## src/rtl/serlink_pkg.sv

```systemverilog
package serlink_pkg;
  typedef enum logic {
    SQ_IDLE  = 1'b0,
    SQ_SHIFT = 1'b1
  } seq_state_e;
endpackage

```

## src/rtl/serlink_sequencer.sv

```systemverilog
module serlink_sequencer
  import serlink_pkg::*;
#(
  parameter int unsigned BITS = 8,
  localparam int unsigned CW = (BITS > 1) ? $clog2(BITS) : 1
) (
  input  logic clk,
  input  logic rst_n,
  input  logic start_i,
  output logic load_o,
  output logic shift_o,
  output logic done_o
);
  localparam logic [CW-1:0] LAST = CW'(BITS - 1);

  seq_state_e    state_q, state_d;
  logic [CW-1:0] cnt_q, cnt_d;
  logic          done_q, done_d;

  assign load_o  = start_i && (state_q == SQ_IDLE);
  assign shift_o = (state_q == SQ_SHIFT);
  assign done_o  = done_q;

  always_comb begin
    state_d = state_q;
    cnt_d   = cnt_q;
    done_d  = done_q;
    if (load_o) begin
      state_d = SQ_SHIFT;
      cnt_d   = '0;
      done_d  = 1'b0;
    end else if (shift_o) begin
      if (cnt_q == LAST) begin
        state_d = SQ_IDLE;
        cnt_d   = '0;
        done_d  = 1'b1;
      end else begin
        cnt_d = cnt_q + 1'b1;
      end
    end
  end

  always_ff @(posedge clk or negedge rst_n) begin
    if (!rst_n) begin
      state_q <= SQ_IDLE;
      cnt_q   <= '0;
      done_q  <= 1'b0;
    end else begin
      state_q <= state_d;
      cnt_q   <= cnt_d;
      done_q  <= done_d;
    end
  end

  // an accepted start arms a fresh count and drops done
  p_start_arms_r9: assert property (@(posedge clk) disable iff (!rst_n)
    (start_i && state_q == SQ_IDLE) |=> (state_q == SQ_SHIFT && cnt_q == '0 && !done_q));

  // start while shifting does not restart the count
  p_busy_start_ignored_r8: assert property (@(posedge clk) disable iff (!rst_n)
    (start_i && state_q == SQ_SHIFT && cnt_q != LAST) |=>
      (state_q == SQ_SHIFT && cnt_q == CW'($past(cnt_q) + 1'b1)));

  // done holds until a start arrives
  p_done_sticky_r6: assert property (@(posedge clk) disable iff (!rst_n)
    (done_q && !start_i) |=> done_q);

  // done rises only at the end of the last shift
  p_done_rise_r6: assert property (@(posedge clk) disable iff (!rst_n)
    $rose(done_q) |-> ($past(state_q) == SQ_SHIFT && $past(cnt_q) == LAST));

  // done and an active shift never coexist
  p_done_excl_r7: assert property (@(posedge clk) disable iff (!rst_n)
    !(done_q && state_q == SQ_SHIFT));
endmodule

```

## src/rtl/serlink_tx_rotator.sv

```systemverilog
module serlink_tx_rotator #(
  parameter int unsigned W = 8
) (
  input  logic         clk,
  input  logic         rst_n,
  input  logic         load_i,
  input  logic         shift_i,
  input  logic [W-1:0] data_i,
  output logic [W-1:0] word_o,
  output logic         msb_o
);
  logic [W-1:0] word_q, word_d;

  always_comb begin
    word_d = word_q;
    if (load_i)       word_d = data_i;
    else if (shift_i) word_d = {word_q[W-2:0], word_q[W-1]};
  end

  always_ff @(posedge clk or negedge rst_n) begin
    if (!rst_n) word_q <= '0;
    else        word_q <= word_d;
  end

  assign word_o = word_q;
  assign msb_o  = word_q[W-1];

  // every shift moves the top bit into bit 0 and nothing is lost
  p_rotate_keep_r4: assert property (@(posedge clk) disable iff (!rst_n)
    (shift_i && !load_i) |=> ($countones(word_q) == $countones($past(word_q))
                              && word_q[0] == $past(word_q[W-1])));

  // a load presents the byte next cycle
  p_load_lands_r2: assert property (@(posedge clk) disable iff (!rst_n)
    load_i |=> word_q == $past(data_i));
endmodule

```

## src/rtl/serlink_rx_assembler.sv

```systemverilog
module serlink_rx_assembler #(
  parameter int unsigned W = 8
) (
  input  logic         clk,
  input  logic         rst_n,
  input  logic         shift_i,
  input  logic         ser_i,
  output logic [W-1:0] word_o
);
  logic [W-1:0] word_q, word_d;

  always_comb begin
    word_d = word_q;
    if (shift_i) word_d = {ser_i, word_q[W-1:1]};
  end

  always_ff @(posedge clk or negedge rst_n) begin
    if (!rst_n) word_q <= '0;
    else        word_q <= word_d;
  end

  assign word_o = word_q;

  // each serial bit enters at the top
  p_enter_top_r5: assert property (@(posedge clk) disable iff (!rst_n)
    shift_i |=> word_q[W-1] == $past(ser_i));

  // no shift, no change
  p_hold_idle_r7: assert property (@(posedge clk) disable iff (!rst_n)
    !shift_i |=> $stable(word_q));
endmodule

```

## src/rtl/serlink_recirc.sv

```systemverilog
module serlink_recirc #(
  parameter int unsigned DATA_W = 8
) (
  input  logic              clk,
  input  logic              rst_n,
  input  logic              start_i,
  input  logic [DATA_W-1:0] load_data_i,
  output logic              serial_o,
  output logic [DATA_W-1:0] tx_word_o,
  output logic [DATA_W-1:0] rx_word_o,
  output logic              done_o
);
  logic [1:0] rst_sync_q;
  logic       rst_int_n;
  logic       load_en;
  logic       shift_en;
  logic       ser_line;

  always_ff @(posedge clk or negedge rst_n) begin
    if (!rst_n) rst_sync_q <= 2'b00;
    else        rst_sync_q <= {rst_sync_q[0], 1'b1};
  end
  assign rst_int_n = rst_sync_q[1];

  serlink_sequencer #(.BITS(DATA_W)) u_seq (
    .clk     (clk),
    .rst_n   (rst_int_n),
    .start_i (start_i),
    .load_o  (load_en),
    .shift_o (shift_en),
    .done_o  (done_o)
  );

  serlink_tx_rotator #(.W(DATA_W)) u_tx (
    .clk     (clk),
    .rst_n   (rst_int_n),
    .load_i  (load_en),
    .shift_i (shift_en),
    .data_i  (load_data_i),
    .word_o  (tx_word_o),
    .msb_o   (ser_line)
  );

  serlink_rx_assembler #(.W(DATA_W)) u_rx (
    .clk     (clk),
    .rst_n   (rst_int_n),
    .shift_i (shift_en),
    .ser_i   (ser_line),
    .word_o  (rx_word_o)
  );

  assign serial_o = ser_line;

  // receive word is frozen while done is high and no new start
  p_rx_frozen_done_r6: assert property (@(posedge clk) disable iff (!rst_int_n)
    (done_o && !start_i) |=> $stable(rx_word_o));
endmodule

```

## config.mk

```make
export PLATFORM = sky130hd
export DESIGN_NAME = serlink_recirc
export DESIGN_NICKNAME = d
export VERILOG_FILES = /design/src/rtl/serlink_pkg.sv /design/src/rtl/serlink_sequencer.sv /design/src/rtl/serlink_tx_rotator.sv /design/src/rtl/serlink_rx_assembler.sv /design/src/rtl/serlink_recirc.sv
export SDC_FILE = /design/constraint.sdc
export NUM_CORES = 1
export LEC_CHECK = 0
export ABC_AREA = 1
export BUFFER_PORTS_ARGS = -buffer_cell sky130_fd_sc_hd__buf_4
export CORE_MARGIN = 3
export CORE_UTILIZATION = 47
export CTS_BUF_LIST = sky130_fd_sc_hd__clkbuf_8
export CTS_CLUSTER_DIAMETER = 200
export DETAILED_ROUTE_END_ITERATION = 8
export PLACE_DENSITY = 0.77
export SYNTH_ARGS = -nofsm -noshare
export SYNTH_HDL_FRONTEND = slang
export SYNTH_HIERARCHICAL = 1
export SYNTH_SLANG_ARGS = --single-unit
```

## constraint.sdc

```tcl
create_clock -name clk -period 0.8 [get_ports clk]
set_clock_uncertainty 0.05 [all_clocks]
set_input_delay 0.04 -clock clk [delete_from_list [all_inputs] [get_ports clk]]
set_output_delay 0.04 -clock clk [all_outputs]
set_load 0.1 [all_outputs]
```

==> results of run 1 <==
cell families after synthesis:
kind of cell / count (synthesis) / synth area share (%)
flops: 23 / 58.7
compound gates: 1 / 0.510
simple gates: 72 / 30.4
fa+ha+maj: 3 / 3.83
buf+inv: 10 / 6.13
other cells: 1 / 0.383
through the flow:
stage               cells  util (%)
detailed placement    169      73.9
global placement      169      73.9
floorplan             110         -
synthesized netlist by cell type:
| library cell | instances | area share, % |
|---|---|---|
| conb_1 | 1 | 0.38 |
| nor2_1 | 5 | 1.9 |
| nor2_4 | 1 | 1.1 |
| inv_1 | 4 | 1.5 |
| nand3_1 | 16 | 8.2 |
| ha_1 | 3 | 3.8 |
| buf_4 | 2 | 1.5 |
| inv_2 | 2 | 0.77 |
| o21ai_0 | 1 | 0.51 |
| dfrtp_1 | 23 | 59 |
| buf_6 | 2 | 2.3 |
| nand2_1 | 50 | 19 |
==> results.tsv, run 1 <==
metric	value	unit
Post-Syn Area	980	sq um
IO Pins	29	
clock buffer count from CTS	3	
DP HPWL	1530	um
pre-CTS setup slack	-0.305	ns
Port Buf Inserts	28	
Clock Sink Count	23	
clock root buffer	clkbuf_8	
Seq/Total Area, Yosys	58.7	%
Stop stage	clock tree synthesis	
syn avg cell area	8.91	sq um
htree depth	1	
Post-DP Area	1360	sq um
syn nets	124	
FP Rows	15	
postcts setup bufs	14	
Hold Buf Count CTS	9	
Yosys reg bits	23	
YS warnings	6	
die outline height	51.7	um
cts repair resizes	61	
synth unique cells	12	
status	aborted with a tool error	
Initial Util	53.3	%
Longest Clk Path Bufs	2	
tool error	[ERROR DPL-0038] Utilization greater than 100%, impossible to legalize	
Synth Instances	110	
die width	51.7	um
RePlAce Congestion	0.739	
==> run 2: changes to the inputs <==
--- a/config.mk
+++ b/config.mk
@@ -7,12 +7,10 @@
 export LEC_CHECK = 0
 export ABC_AREA = 1
 export BUFFER_PORTS_ARGS = -buffer_cell sky130_fd_sc_hd__buf_4
-export CORE_MARGIN = 3
-export CORE_UTILIZATION = 47
-export CTS_BUF_LIST = sky130_fd_sc_hd__clkbuf_8
-export CTS_CLUSTER_DIAMETER = 200
+export CORE_AREA = 3 3 64 66
 export DETAILED_ROUTE_END_ITERATION = 8
-export PLACE_DENSITY = 0.77
+export DIE_AREA = 0 0 67 69
+export PLACE_DENSITY_LB_ADDON = 0.15
 export SYNTH_ARGS = -nofsm -noshare
 export SYNTH_HDL_FRONTEND = slang
 export SYNTH_HIERARCHICAL = 1
==> constraint.sdc (replaced) <==
create_clock -name clk -period 1.05 [get_ports clk]
set_clock_uncertainty 0.05 [all_clocks]
set_input_delay 0.0525 -clock clk [delete_from_list [all_inputs] [get_ports clk]]
set_output_delay 0.0525 -clock clk [all_outputs]
set_load 0.1 [all_outputs]
==> results.tsv, run 2 <==
metric	value	unit	change
Startpoint Class	register		
Seq/Total Area, Yosys	58.7	%	unchanged
Reg-to-Reg End	u_tx/word_o[4]$_DFFE_PN0P_		
Hold Fails Final Rpt	0		
GRT Resource Usage Total	10.9	%	
count of pins over their slew limit	0		
syn nets	124		unchanged
WHS	0.0373	ns	
via count	879		
CTS tree	done		
worst-path fanout max	8		
CP arrival	1.24	ns	
DP HPWL	1580	um	was 1530 um
clock-pin slew on the worst setup and hold paths	0.07	ns	
IO Pins	29		unchanged
Worst EP required	1.19	ns	
Synth top area share	58.7	%	unchanged
flop2flop setup slack	-0.04	ns	
post-layout util	45.3	%	
Post-Route WL	2320	um	
Slowest-stage cell, CP	dfrtp_2		
Multi-input gate area	432	sq um	
top post-synthesis cells by area	dfrtp_1, nand2_1, nand3_1, ha_1, buf_6		unchanged
DRC errors left	0		
most frequent cells after synthesis	nand2_1, dfrtp_1, nand3_1, nor2_1, inv_1		unchanged
violated checks	negative setup slack		
DP Cell Count	191		was 169
Synth area leader	dfrtp_1		unchanged
WP buf/inv	1		
Critical R2R Launch	u_seq/shift_o$_DFF_PN0_		
status	finished with violations		was aborted with a tool error
remaining antenna violation count after routing	0		
Nets	174		
YS warnings	6		unchanged
Port Buf Inserts	28		unchanged
final worst slack	-0.0443	ns	
number of global-route vias before repair	866		
CORE AREA	3630	sq um	
htree depth	1		unchanged
CP Capture Type	register		
RePlAce Congestion	0.746		was 0.739
Cell Count, Final, Fillers Out	207		
post-route minimum period	1.09	ns	
Worst-Skew Late Latency	0.26	ns	
Final setup viols	11		
Yosys reg bits	23		unchanged
syn avg cell area	8.91	sq um	unchanged
Largest delay share family, worst path	flip-flops		
FP Rows	22		was 15
1st-iter DRT viols	24		
Longest Clk Path Bufs	2		unchanged
MaxCap Viol Count	0		
count leader, synth	nand2_1		unchanged
CP Class	reg2reg		
# diodes	0		
Post-Syn Area	980	sq um	unchanged
critical path cell sequence	buf_6, nor2_4, nand2_1, nand3_1		
die width	67	um	was 51.7 um
initial antenna violation count	0		
number of fill cells in the layout	368		
die area	4620	sq um	
capture point of the worst path	u_tx/word_o[4]$_DFFE_PN0P_		
Hold Path Class	in2reg		
synth unique cells	12		unchanged
Avg WL per Cell	11.2	um	
total global routing overflow	0		
clock buffer count from CTS	3		unchanged
Clock Sink Count	23		unchanged
global-route wire length before repair	3930	um	
commonest non-fill, non-tap cells in the layout	nand2_1, buf_4, buf_6, dfrtp_2, nand3_1		
number of flops mapped to enable cells by yosys	0		unchanged
clock root buffer	clkbuf_8		unchanged
Initial Util	27.0	%	was 53.3%
most common cell after layout, fill and taps aside	nand2_1		
Vias/cell	4.25		
Syn-to-layout area delta	68.1	%	
largest net degree at the start of global routing	14		
Reg2Reg Depth	4		
die outline height	69	um	was 51.7 um
Post-synth top flop	dfrtp_1		unchanged
RSZ-0062 raised after global routing	yes		
share of cells above drive strength 1	49.1	%	
Worst setup startpoint	u_seq/shift_o$_DFF_PN0_		
asr flop ratio synth	100	%	unchanged
Stages on worst setup path	4		
Achievable Freq	914	MHz	
drt first pass iters	6		
register area	593	sq um	
CP max stage delay	0.44	ns	
Final Cycle Share	104	%	
Synth Instances	110		unchanged
[run 2: cells by family after synthesis]
kind of cell,share of synthesized area [%]
other cells,0.383
flops,58.7
compound gates,0.510
fa+ha+maj,3.83
simple gates,30.4
buf+inv,6.13
[run 2: how the worst min path moves through the flow]
| stage | slack (ns) | endpoint | cells after the start | startpoint |
|---|---|---|---|---|
| after detailed placement | -0.21 | rst_sync_q[0]$_DFF_PN0_ | 1 | rst_n |
| final | 0.04 | u_seq/cnt_q[1]$_DFFE_PN0P_ | 4 | start_i |
| after floorplan | -0.29 | rst_sync_q[0]$_DFF_PN0_ | 0 | rst_n |
| after global placement | -0.22 | rst_sync_q[0]$_DFF_PN0_ | 1 | rst_n |
| after CTS | 0.02 | u_seq/cnt_q[1]$_DFFE_PN0P_ | 4 | start_i |
| after global routing | 0.03 | u_seq/cnt_q[1]$_DFFE_PN0P_ | 4 | start_i |
[run 2: final cells by class]
class | instances | share of cell area [%]
Clock buffer | 4 | 2.74
Inverter | 6 | 1.82
Multi-Input combinational cell | 77 | 26.2
Sequential cell | 23 | 36.0
Tap cell | 48 | 3.65
Timing Repair Buffer | 49 | 29.6
[run 2: layer usage]
| metal | track usage, % | up-vias | share of wire (%) |
|---|---|---|---|
| met3 | 3.42 | 2 | 4.8 |
| met2 | 17.6 | 19 | 49 |
| met5 | 0 | - | 0 |
| met1 | 13.7 | 421 | 45 |
| li1 | - | 437 | - |
| met4 | 3.38 | 0 | 0.99 |
[run 2: timing repair]
item                                    in CTS  in global routing
hold buffers                                 9                  0
endpoints found under the setup margin      15                 29
pin swaps                                    6                 12
resized for setup                            8                 32
endpoints found under the hold margin       10                  0
buffers inserted                             0                  3
[run 2: worst min-delay path, delay by kind of cell]
family                 cells  cell delay, ns
AND/OR/NAND/NOR            3            0.14
buffers and inverters      1            0.11
[run 2: through the flow]
stage	setup WS (ns)	cell area, sq um	TNS [ns]
finish	-0.0443	1650	-0.349
global route	-0.123	1650	-1.12
CTS	-0.0523	1510	-0.173
detailed placement	-0.0378	1330	-0.188
global placement	-0.0275	1330	-0.199
floorplan	-0.171	1020	-0.988
Power of run 2 is left out: the tool's default activity adds up to more than one toggle a clock period on the data nets, which glitch-free logic cannot reach.
==> run 3: changes to the inputs <==
--- a/config.mk
+++ b/config.mk
@@ -5,7 +5,7 @@
 export SDC_FILE = /design/constraint.sdc
 export NUM_CORES = 1
 export LEC_CHECK = 0
-export ABC_AREA = 1
+export ABC_AREA = 0
 export BUFFER_PORTS_ARGS = -buffer_cell sky130_fd_sc_hd__buf_4
 export CORE_AREA = 3 3 64 66
 export DETAILED_ROUTE_END_ITERATION = 8
==> results.tsv, run 3 <==
metric	value	unit	change
commonest non-fill, non-tap cells in the layout	buf_4, buf_12, dlygate4sd3_1, buf_6, o21ai_1		was nand2_1, buf_4, buf_6, dfrtp_2, nand3_1
largest net degree at the start of global routing	22		was 14
status	finished with violations		unchanged
CORE AREA	3630	sq um	unchanged
Longest Clk Path Bufs	2		unchanged
RePlAce Congestion	0.694		was 0.746
Final setup viols	18		was 11
CTS tree	done		unchanged
Worst EP required	1.16	ns	was 1.19 ns
clock root buffer	clkbuf_8		unchanged
MaxCap Viol Count	0		unchanged
CP max stage delay	0.42	ns	was 0.44 ns
DRC errors left	0		unchanged
Nets	135		was 174
via count	717		was 879
Synth top area share	57.6	%	was 58.7%
YS warnings	6		unchanged
Port Buf Inserts	28		unchanged
most frequent CP cell	ha_4		
clock-pin slew on the worst setup and hold paths	0.08	ns	was 0.07 ns
die width	67	um	unchanged
Synth area leader	dfrtp_1		unchanged
Clock Sink Count	23		unchanged
# diodes	0		unchanged
WHS	0.0461	ns	was 0.0373 ns
syn nets	88		was 124
Post-DP Area	1360	sq um	was 1330 sq um
Post-Layout Inst Area	1720	sq um	was 1650 sq um
IO Pins	29		unchanged
Slowest-stage cell, CP	dfrtp_1		was dfrtp_2
Post-Syn Area	1000	sq um	was 980 sq um
Stages on worst setup path	3		was 4
Post-synth top flop	dfrtp_1		unchanged
Seq/Total Area, Yosys	57.6	%	was 58.7%
CP arrival	1.28	ns	was 1.24 ns
global-route wire length before repair	3460	um	was 3930 um
Final Cycle Share	112	%	was 104%
critical path cell sequence	ha_4, ha_4, a22o_1		was buf_6, nor2_4, nand2_1, nand3_1
number of flops mapped to enable cells by yosys	0		unchanged
CP Class	reg2reg		unchanged
die area	4620	sq um	unchanged
final worst slack	-0.127	ns	was -0.0443 ns
share of cells above drive strength 1	60.8	%	was 49.1%
1st-iter DRT viols	25		was 24
RSZ-0062 raised after global routing	yes		unchanged
asr flop ratio synth	100	%	unchanged
Largest delay share family, worst path	flip-flops		unchanged
most common cell after layout, fill and taps aside	buf_4		was nand2_1
count leader, synth	dfrtp_1		was nand2_1
initial antenna violation count	0		unchanged
CP Capture Type	register		unchanged
Post-Route WL	2190	um	was 2320 um
most frequent cells after synthesis	dfrtp_1, mux2_4, mux2i_1, nand2_1, o21ai_1		was nand2_1, dfrtp_1, nand3_1, nor2_1, inv_1
total global routing overflow	0		unchanged
Hold Fails Final Rpt	0		unchanged
synth unique cells	16		was 12
Initial Util	27.5	%	was 27.0%
die outline height	69	um	unchanged
Reg2Reg Depth	3		was 4
post-layout util	47.5	%	was 45.3%
count of pins over their slew limit	0		unchanged
worst-path fanout max	2		was 8
Vias/cell	4.27		was 4.25
htree depth	1		unchanged
syn avg cell area	13.5	sq um	was 8.91 sq um
top post-synthesis cells by area	dfrtp_1, mux2_4, mux2i_1, o21ai_1, ha_1		was dfrtp_1, nand2_1, nand3_1, ha_1, buf_6
pre-CTS setup slack	-0.122	ns	was -0.0378 ns
Synth Instances	74		was 110
Avg WL per Cell	13.0	um	was 11.2 um
Hold Path Class	in2async		was in2reg
FP Rows	22		unchanged
Worst-Skew Late Latency	0.26	ns	about the same
Yosys reg bits	23		unchanged
remaining antenna violation count after routing	0		unchanged
clock buffer count from CTS	3		unchanged
WP buf/inv	0		was 1
number of global-route vias before repair	766		was 866
Achievable Freq	849	MHz	was 914 MHz
post-route minimum period	1.18	ns	was 1.09 ns
DP HPWL	1380	um	was 1580 um
violated checks	negative setup slack		unchanged
drt first pass iters	2		was 6
Syn-to-layout area delta	72.5	%	was 68.1%
GRT Resource Usage Total	9.75	%	was 10.9%
Startpoint Class	register		unchanged
-- run 3: final timing paths --
kind                            slack (ns)                         end                  startpoint
worst max-delay path                 -0.13  u_seq/cnt_q[2]$_DFFE_PN0P_  u_seq/cnt_q[0]$_DFFE_PN0P_
worst min-delay path                  0.05     rst_sync_q[1]$_DFF_PN0_                       rst_n
worst max register to register       -0.13  u_seq/cnt_q[2]$_DFFE_PN0P_  u_seq/cnt_q[0]$_DFFE_PN0P_
worst min register to register        0.16  u_seq/cnt_q[2]$_DFFE_PN0P_     rst_sync_q[1]$_DFF_PN0_
max in group asynchronous             0.54  u_tx/word_o[7]$_DFFE_PN0P_     rst_sync_q[1]$_DFF_PN0_
min in group clk                      0.10  u_seq/cnt_q[0]$_DFFE_PN0P_                     start_i
-- run 3: cell type report --
cell class | count | area (sq um)
clock buffers | 4 | 45.0
fillers | 339 | 1910
inverters | 2 | 7.51
multi-input cells | 45 | 425
flip-flops and latches | 23 | 621
well taps | 48 | 60.1
repair buffers | 46 | 566
-- run 3: per-stage QoR --
stage | cells | TNS, ns
3_5_place_dp | 152 | -0.386
5_1_grt | 168 | -1.72
3_3_place_gp | 152 | -0.310
4_1_cts | 167 | -0.590
6_report | 168 | -0.662
2_1_floorplan | 74 | -0.802
-- run 3: what timing repair did --
action,in CTS,in global routing
hold buffers,10,0
endpoints found under the hold margin,11,0
pin swaps,3,3
buffers inserted,1,1
setup endpoints to repair,33,36
gates resized for setup,40,9
-- run 3: metal layers --
layer  part of all wire [%]  vias up  global-route usage, %
met2                     52       15                   16.5
met4                   0.73        0                   2.70
met3                    3.5        2                   2.93
met5                      0        -                      0
met1                     44      357                   11.7
li1                       -      343                      -
-- run 3: worst register-to-register path, cell delays in order (launching register included) --
cell,delay [ns]
dfrtp_1,0.42
ha_4,0.19
ha_4,0.21
a22o_1,0.20
-- run 3: cells by family (layout without fill, tap and decap cells) --
group | after synthesis | after routing | synth area share [%]
AOI/OAI and AO/OA | 14 | 14 | 8.51
buffers and inverters | 6 | 52 | 4.88
DFF | 23 | 23 | 57.6
other | 1 | 1 | 0.375
muxes | 16 | 16 | 20.0
and+or+nand+nor | 11 | 11 | 4.88
adders and majority gates | 3 | 3 | 3.76
Power of run 3 is left out for the same reason.
==> run 4: changes to the inputs <==
--- a/config.mk
+++ b/config.mk
@@ -11,7 +11,7 @@
 export DETAILED_ROUTE_END_ITERATION = 8
 export DIE_AREA = 0 0 67 69
 export PLACE_DENSITY_LB_ADDON = 0.15
+export SLEW_MARGIN = 5
 export SYNTH_ARGS = -nofsm -noshare
 export SYNTH_HDL_FRONTEND = slang
-export SYNTH_HIERARCHICAL = 1
 export SYNTH_SLANG_ARGS = --single-unit
==> results.tsv, run 4 <==
metric	value	unit	change
RSZ-0062 raised after global routing	yes		unchanged
Post-Syn Area	968	sq um	was 1000 sq um
YS warnings	0		was 6
count leader, synth	dfrtp_1		unchanged
FP Rows	22		unchanged
1st-iter DRT viols	28		was 25
Synth area leader	dfrtp_1		unchanged
CTS tree	done		unchanged
flop2flop setup slack	-0.1	ns	was -0.13 ns
post-route minimum period	1.15	ns	was 1.18 ns
largest net degree at the start of global routing	22		unchanged
clock buffer count from CTS	3		unchanged
Worst EP required	1.16	ns	about the same
share of cells above drive strength 1	60.6	%	was 60.8%
initial antenna violation count	0		unchanged
htree depth	1		unchanged
DP HPWL	1280	um	was 1380 um
Final Cycle Share	109	%	was 112%
CP Capture Type	register		unchanged
via count	649		was 717
Synth Instances	75		was 74
Achievable Freq	872	MHz	was 849 MHz
Yosys reg bits	23		unchanged
CP max stage delay	0.42	ns	about the same
die area	4620	sq um	unchanged
asr flop ratio synth	100	%	unchanged
met2 usage	13.8	%	was 16.5%
GRT Resource Usage Total	8.90	%	was 9.75%
clock root buffer	clkbuf_8		unchanged
grt peak-use layer	met2		unchanged
Post-Layout Inst Area	1540	sq um	was 1720 sq um
violated checks	negative setup slack		unchanged
most common cell after layout, fill and taps aside	buf_4		unchanged
count of pins over their slew limit	0		unchanged
Final setup viols	14		was 18
Hold Path Class	in2reg		was in2async
Vias/cell	4.13		was 4.27
clock-pin slew on the worst setup and hold paths	0.08	ns	about the same
Post-Route WL	1900	um	was 2190 um
Hold Fails Final Rpt	0		unchanged
DRC errors left	0		unchanged
number of flops mapped to enable cells by yosys	0		unchanged
Slowest-stage cell, CP	dfrtp_1		unchanged
CP arrival	1.26	ns	was 1.28 ns
Largest delay share family, worst path	flip-flops		unchanged
most frequent CP cell	ha_4		unchanged
register area	619	sq um	was 621 sq um
RePlAce Congestion	0.638		was 0.694
Post-DP Area	1290	sq um	was 1360 sq um
Clock Sink Count	23		unchanged
final worst slack	-0.0965	ns	was -0.127 ns
number of global-route vias before repair	694		was 766
# diodes	0		unchanged
total global routing overflow	0		unchanged
Syn-to-layout area delta	58.8	%	was 72.5%
status	finished with violations		unchanged
GR Util met1	11.2	%	was 11.7%
syn avg cell area	12.9	sq um	was 13.5 sq um
Post-synth top flop	dfrtp_1		unchanged
MaxCap Viol Count	0		unchanged
WP buf/inv	0		unchanged
CORE AREA	3630	sq um	unchanged
WHS	0.00969	ns	was 0.0461 ns
Multi-input gate area	364	sq um	was 425 sq um
commonest non-fill, non-tap cells in the layout	buf_4, buf_12, o21ai_1, buf_6, dfrtp_4		was buf_4, buf_12, dlygate4sd3_1, buf_6, o21ai_1
CP Class	reg2reg		unchanged
synth unique cells	16		unchanged
Avg WL per Cell	12.1	um	was 13.0 um
Seq/Total Area, Yosys	59.4	%	was 57.6%
remaining antenna violation count after routing	0		unchanged
drt first pass iters	3		was 2
Longest Clk Path Bufs	2		unchanged
critical path cell sequence	ha_4, ha_4, a22o_1		unchanged
met3 Use GR	4.07	%	was 2.93%
die outline height	69	um	unchanged
global-route wire length before repair	3190	um	was 3460 um
top post-synthesis cells by area	dfrtp_1, mux2i_1, mux2_2, o21ai_1, ha_1		was dfrtp_1, mux2_4, mux2i_1, o21ai_1, ha_1
Port Buf Inserts	28		unchanged
most frequent cells after synthesis	dfrtp_1, mux2i_1, nand2_1, o21ai_1, mux2_2		was dfrtp_1, mux2_4, mux2i_1, nand2_1, o21ai_1
Initial Util	26.7	%	was 27.5%
Synth top area share	59.4	%	was 57.6%
setup total negative slack	-0.471	ns	was -0.662 ns
worst-path fanout max	2		unchanged
Worst-Skew Late Latency	0.26	ns	about the same
Startpoint Class	register		unchanged
IO Pins	29		unchanged
syn nets	89		was 88
die width	67	um	unchanged
number of fill cells in the layout	360		was 339
Nets	124		was 135
==> run 4: cells by family after synthesis <==
group | share of synthesized area, %
buf+inv | 5.94
flops | 59.4
simple gates | 3.88
mux | 18.0
fa+ha+maj | 3.88
compound gates | 8.53
other cells | 0.387
==> run 4: layer usage <==
metal	vias to the layer above	share of wire (%)	wire [um]
met5	-	0	0
met4	0	0.47	9
met3	2	9.0	171
met2	23	45	855
met1	305	45	859
li1	319	-	-
==> run 4: area by class of cell <==
type	count	share of cell area, %
clock buffer	3	2.69
clock inverter	1	0.325
inverter	3	0.732
multi-input combinational	44	23.7
sequential	23	40.3
tap	48	3.91
timing repair buffer	35	28.4
==> run 4: worst register-to-register path: cells and delay by family, from the launching register on <==
family                     cells  cell delay [ns]
adders and majority gates      2             0.38
DFF                            1             0.42
AOI/OAI and AO/OA              1             0.20
==> run 4: stage by stage <==
stage	cells	worst slack [ns]	utilization (%)
2_1_floorplan	75	-0.0717	-
3_3_place_gp	150	-0.0741	35.6
3_5_place_dp	150	-0.105	35.6
4_1_cts	156	-0.0977	41.3
5_1_grt	157	-0.129	42.3
6_report	157	-0.0965	42.3
==> run 4: path summary, 6_finish.rpt <==
| path | startpoint | to | cells after the start |
|---|---|---|---|
| max | u_seq.cnt_q[0]$_DFFE_PN0P_ | u_seq.cnt_q[2]$_DFFE_PN0P_ | 3 |
| min | load_data_i[6] | u_tx.word_o[6]$_DFFE_PN0P_ | 3 |
| max reg2reg | u_seq.cnt_q[0]$_DFFE_PN0P_ | u_seq.cnt_q[2]$_DFFE_PN0P_ | 3 |
| min reg2reg | rst_sync_q[1]$_DFF_PN0_ | u_seq.cnt_q[0]$_DFFE_PN0P_ | 1 |
| max in group asynchronous | rst_sync_q[1]$_DFF_PN0_ | u_rx.word_o[6]$_DFFE_PN0P_ | 1 |
| min in group asynchronous | rst_n | rst_sync_q[0]$_DFF_PN0_ | 2 |
==> run 4: what timing repair did <==
| item | CTS | global route |
|---|---|---|
| hold endpoints to repair | 2 | 0 |
| resized for setup | 34 | 7 |
| pin swaps | 3 | 1 |
| setup endpoints to repair | 28 | 25 |
| setup buffers | 1 | 1 |
| hold buffers | 1 | 0 |
Power of run 4 is left out for the same reason.
